==> src/rtl/lane_serializer_pkg.sv <==
package lane_serializer_pkg;
  // strobes from the control into the datapath
  typedef struct packed {
    logic clear;    // wipe all state
    logic capture;  // a selected word-clock edge was sampled
    logic load;     // move a word into the lane shifters
    logic direct;   // take the word straight from the input
  } serCtl_t;
endpackage

==> src/rtl/lane_serializer_ctrl.sv <==
module lane_serializer_ctrl
  import lane_serializer_pkg::*;
#(
  parameter int BITS_PER_LANE = 7,
  parameter int HIGH_BITS     = 4
) (
  input  logic    clk,
  input  logic    rstN,
  input  logic    enable,
  input  logic    wordClk,
  input  logic    edgeSel,
  output serCtl_t ctl,
  output logic    fwdClk,
  output logic    running
);
  localparam int CW = $clog2(BITS_PER_LANE);
  localparam logic [CW-1:0] LAST = CW'(BITS_PER_LANE - 1);
  localparam logic [CW-1:0] HIGHC = CW'(HIGH_BITS);

  logic          wcPrev;
  logic          selEdge;
  logic          wrap;
  logic [CW-1:0] bitCnt;

  // plain sampler of the word clock; runs even when disabled
  always_ff @(posedge clk) wcPrev <= wordClk;

  assign selEdge = edgeSel ? (wordClk & ~wcPrev) : (~wordClk & wcPrev);
  assign wrap    = running && (bitCnt == LAST);

  always_comb begin
    ctl.clear   = !rstN || !enable;
    ctl.capture = selEdge;
    ctl.load    = (!running && selEdge) || wrap;
    ctl.direct  = selEdge;
  end

  always_ff @(posedge clk) begin
    if (ctl.clear) begin
      running <= 1'b0;
      bitCnt  <= '0;
    end else begin
      if (selEdge) running <= 1'b1;
      if (ctl.load)     bitCnt <= '0;
      else if (running) bitCnt <= bitCnt + 1'b1;
    end
  end

  assign fwdClk = running && (bitCnt < HIGHC);
endmodule

==> src/rtl/lane_serializer_dp.sv <==
module lane_serializer_dp
  import lane_serializer_pkg::*;
#(
  parameter int BITS_PER_LANE = 7,
  parameter int LANES         = 2
) (
  input  logic                           clk,
  input  serCtl_t                        ctl,
  input  logic [LANES*BITS_PER_LANE-1:0] dataIn,
  output logic [LANES-1:0]               laneBit
);
  localparam int WW = LANES * BITS_PER_LANE;

  logic [WW-1:0] holdWord;
  logic [WW-1:0] nextWord;

  always_ff @(posedge clk) begin
    if (ctl.clear)        holdWord <= '0;
    else if (ctl.capture) holdWord <= dataIn;
  end

  assign nextWord = ctl.direct ? dataIn : holdWord;

  for (genvar l = 0; l < LANES; l++) begin : g_lane
    logic [BITS_PER_LANE-1:0] shreg;
    always_ff @(posedge clk) begin
      if (ctl.clear)     shreg <= '0;
      else if (ctl.load) shreg <= nextWord[l*BITS_PER_LANE +: BITS_PER_LANE];
      else               shreg <= {1'b0, shreg[BITS_PER_LANE-1:1]};
    end
    assign laneBit[l] = shreg[0];
  end
endmodule

==> src/rtl/lane_serializer.sv <==
module lane_serializer
  import lane_serializer_pkg::*;
#(
  parameter int BITS_PER_LANE = 7,
  parameter int LANES         = 2,
  parameter int HIGH_BITS     = 4,
  localparam int WW = LANES * BITS_PER_LANE
) (
  input  logic             clk,
  input  logic             rstN,
  input  logic             enable,
  input  logic             wordClk,
  input  logic             edgeSel,
  input  logic [WW-1:0]    dataIn,
  output logic [LANES-1:0] serData,
  output logic [LANES-1:0] serOe,
  output logic             fwdClk,
  output logic             fwdClkOe
);
  serCtl_t ctl;
  logic    running;
  logic    clkRaw;

  lane_serializer_ctrl #(.BITS_PER_LANE(BITS_PER_LANE), .HIGH_BITS(HIGH_BITS)) i_ctrl (
    .clk(clk), .rstN(rstN), .enable(enable), .wordClk(wordClk), .edgeSel(edgeSel),
    .ctl(ctl), .fwdClk(clkRaw), .running(running)
  );

  lane_serializer_dp #(.BITS_PER_LANE(BITS_PER_LANE), .LANES(LANES)) i_dp (
    .clk(clk), .ctl(ctl), .dataIn(dataIn), .laneBit(serData)
  );

  assign fwdClk   = clkRaw;
  assign fwdClkOe = running;
  assign serOe    = {LANES{running}};
endmodule

==> config.mk <==
export PLATFORM = sky130hd
export DESIGN_NAME = lane_serializer
export DESIGN_NICKNAME = d
export VERILOG_FILES = /design/src/rtl/lane_serializer_pkg.sv /design/src/rtl/lane_serializer_ctrl.sv /design/src/rtl/lane_serializer_dp.sv /design/src/rtl/lane_serializer.sv
export SDC_FILE = /design/constraint.sdc
export NUM_CORES = 1
export LEC_CHECK = 0
export ABC_AREA = 1
export BUFFER_PORTS_ARGS = -buffer_cell sky130_fd_sc_hd__buf_2
export CORE_UTILIZATION = 40
export DETAILED_ROUTE_END_ITERATION = 8
export GPL_ROUTABILITY_DRIVEN = 0
export PLACE_DENSITY = 0.67
export SYNTH_ARGS = -nofsm -noshare
export SYNTH_HDL_FRONTEND = slang
export SYNTH_SLANG_ARGS = --single-unit
==> constraint.sdc <==
create_clock -name clk -period 3.6 [get_ports clk]
set_input_delay 0.72 -clock clk [delete_from_list [all_inputs] [get_ports clk]]
set_output_delay 0.72 -clock clk [all_outputs]
set_load 0.02 [all_outputs]
==> key figures <==
Clock network
  – Post-CTS Setup Repair Bufs: 0
  – Clock transition at path regs: 70 ps
  – Skew-Pair Late Insertion Delay: 290 ps
  – Num CTS Buffers: 5
  – CTS Root Cell: clkbuf_8
  – CTS Hold Bufs: 0
  – CTS tree: yes
  – Post-CTS sizing: 0
  – CTS H-Tree Depth: 2
  – TritonCTS Sinks: 33
  – Clk buf depth: 2

Routing
  – Mean number of vias per cell: 4.64
  – Final ANT Viol Nets: 0
  – DR DRC count: 0
  – Final wirelength: ~2600 µm
  – DRT iter0 DRCs: 31
  – DR pass1 iterations: 4
  – Vias post-DR: 1147
  – Drt wl/cell: 10.5 µm

Flow run
  – Max cap viols: 0

Critical path
  – Reg2Reg Setup Slack: 2120 ps
  – Worst endpoint required time: approximately 3800 ps
  – Worst r2r path cells: 7
  – CP cell instances: buf_2 > nand2_2 > clkinv_1 > nand2_1 > a21oi_1
  – WS Path Type: in2reg
  – Max stage delay on crit path: around 680 ps
  – Capturing point of the worst reg2reg path: i_ctrl.bitCnt[0]
  – Slowest stage cell, crit path: clkinv_1
  – R2R Path Start: i_ctrl.bitCnt[0]
  – Worst-path fanout max: 26
  – Crit. End Element: flip-flop
  – CP arrival: 2080 ps
  – Crit start category: input port

Synth
  – Yosys reg bits: 33
  – Area contributors post-synth: dfxtp_1, nand3_2, nand2_1
  – Synth top cells by count: nand2_1, dfxtp_1, nand3_2
  – Cell count after synthesis: between 150 and 200
  – Count leader, synth: nand2_1
  – YS warnings: 0
  – Synth unique cells: 22
  – Cell Area, Synth: approximately 1600 µm²
  – Post-Synthesis Net Count: 200
  – Main flop type after synthesis: dfxtp_1
  – Post-synth EDFFs: 0
  – Post-synth top area share: around two fifths
  – Leading area contributor after synthesis: dfxtp_1
  – Post-synthesis sequential area ratio: 41.7%
  – Ys async rst share: 0%
  – Mean Syn Cell Area: 8.84 µm²

Floorplanning
  – Die area: 4210 µm²
  – Initial Util: a little over two fifths
  – # IOs: 25
  – Core area: 3720 µm²
  – Row count: 22
  – Die X: 64.9 µm
  – Die H: 64.9 µm

GRT
  – First-pass GRT wire length: 4690 µm
  – Number of global-route vias before repair: 1114
  – GRT overflow: 0
  – Initial antenna violation count: 0
  – Total Routing Usage GR: between 10% and 20%
  – Largest net degree at the start of global routing: 27

Timing
  – Crit share post-route: a little over half
  – Setup violators final: 0
  – Unrepaired setup endpoints after global routing: false
  – Final Hold Viols: 0
  – Slew HR: 44.0%
  – Total negative setup slack: 0 ps
  – Slew Limit Fails: 0
  – Minimum clock period: 1910 ps
  – Worst-margin pin slew: roughly 830 ps
  – Setup ws final: 1690 ps
  – Setup Skew: 5.62 ps
  – Fmax: between 500 and 600 MHz

Place
  – Placed Instances: 239
  – Pre-CTS setup slack: 1380 ps
  – Post-DP HPWL: 1640 µm
  – # port buffers: 24

Final layout
  – Area Overhead vs Synth: 9.33%
  – Layout cells sized above 1: 37.2%
  – Final Non-Filler Cells: 247
  – Layout Nets: 219
  – Ant. Diodes: 0

Power and ir drop
  – Leakage: 0.780 nW
  – P_sw: about 210 µW
  – Share of power burned in registers: roughly half
  – PwrDens: 457 nW/µm²
  – Worst vdd ir: roughly 0.00016 V
  – Net Sw Frac: 26.1%
  – Share of power burned in the clock network: 38.6%
  – Design internal power: 585 µW
  – Final Total Pwr: 791 µW
  – Comb pwr share: 12.9%

Worst hold path
  – Hold Path Sink: i_dp.g_lane[1].shreg[3]
  – WHS Path Cells: 2
  – Hold path startpoint: i_dp.g_lane[1].shreg[4]
  – Worst Hold Class: reg2reg

Status
  – Status: complete, no violations
-- critical path, delay by kind of cell --
family | cells | cell delay, ps
buffers and inverters | 2 | 780
AND/OR/NAND/NOR | 2 | 510
AO/OA/AOI/OAI | 1 | 60
-- power groups by stage --
stage | Combinational (mW) | Clock (mW) | Sequential [mW]
3_3_place_gp | 0.103 | 0 | 0.392
4_1_cts | 0.104 | 0.310 | 0.384
2_1_floorplan | 0.0963 | 0 | 0.392
6_report | 0.102 | 0.305 | 0.384
5_1_grt | 0.114 | 0.328 | 0.385
3_5_place_dp | 0.103 | 0 | 0.392
-- cell type report --
| type | count | area, µm² |
|---|---|---|
| Fill cell | 372 | 1990 |
| Multi-Input combinational cell | 117 | 724 |
| Sequential cell | 33 | 661 |
| Timing Repair Buffer | 24 | 120 |
| Clock buffer | 7 | 96.3 |
| Inverter | 17 | 63.8 |
| Tap cell | 48 | 60.1 |
| Clock inverter | 1 | 5.00 |
-- state kept, by name (all words and copies together), names as in the netlist --
signal	cells
i_ctrl.bitCnt	3
i_ctrl.running	1
i_ctrl.wcPrev	1
i_dp.g_lane.shreg	14
i_dp.holdWord	14
-- metal layers --
metal  GRT usage (%)  part of all wire [%]  routed length, µm  up-vias
li1                -                     -                  -      601
met1            15.3                    44               1150      523
met2            26.0                    49               1260       16
met3            4.05                   4.0                103        7
met4            10.0                   3.1                 80        0
met5               0                     0                  0        -
-- cells in the final DEF (no fill, tap or decap) --
cell type   n
nor3_1      2
inv_2       3
nand2_8     2
inv_1      13
nand2_4     3
ha_1        2
nor2_2      7
clkbuf_8    7
nor2_1      5
nand3_1     9
nand2_2     3
a21oi_4     2
a21oi_2     2
clkinv_2    1
nand3_2    18
nand2_1    43
dfxtp_1    33
o21ai_0     2
buf_2      24
clkinv_1    1
or2_2       2
a21oi_1    15
-- cell families after synthesis --
logic type                 after synthesis  synth area share [%]
buffers and inverters                   29                  12.5
adders and majority gates                2                  1.58
and+or+nand+nor                         94                  35.7
DFF                                     33                  41.7
AOI/OAI and AO/OA                       21                  8.54
-- worst max-delay path by stage --
stage | startpoint | to | slack (ps) | depth (start not counted)
after floorplan | i_ctrl.running | fwdClk | 1900 | 2
after global placement | enable | i_ctrl.bitCnt[2] | 1380 | 5
after detailed placement | enable | i_dp.g_lane[1].shreg[4] | 1380 | 7
after CTS | enable | i_ctrl.bitCnt[1] | 1680 | 5
after global routing | enable | i_dp.g_lane[1].shreg[4] | 1500 | 7
final | enable | i_ctrl.bitCnt[0] | 1690 | 5
-- stage by stage --
| step | hold WS [ps] | util (%) | area, µm² |
|---|---|---|---|
| 3_3_place_gp | 436 | 43.8 | 1630 |
| 4_1_cts | 445 | 46.6 | 1730 |
| 3_5_place_dp | 439 | 43.8 | 1630 |
| 5_1_grt | 458 | 46.6 | 1730 |
| 6_report | 442 | 46.6 | 1730 |
| 2_1_floorplan | 429 | - | 1580 |
(Power assumes the default switching activity.)
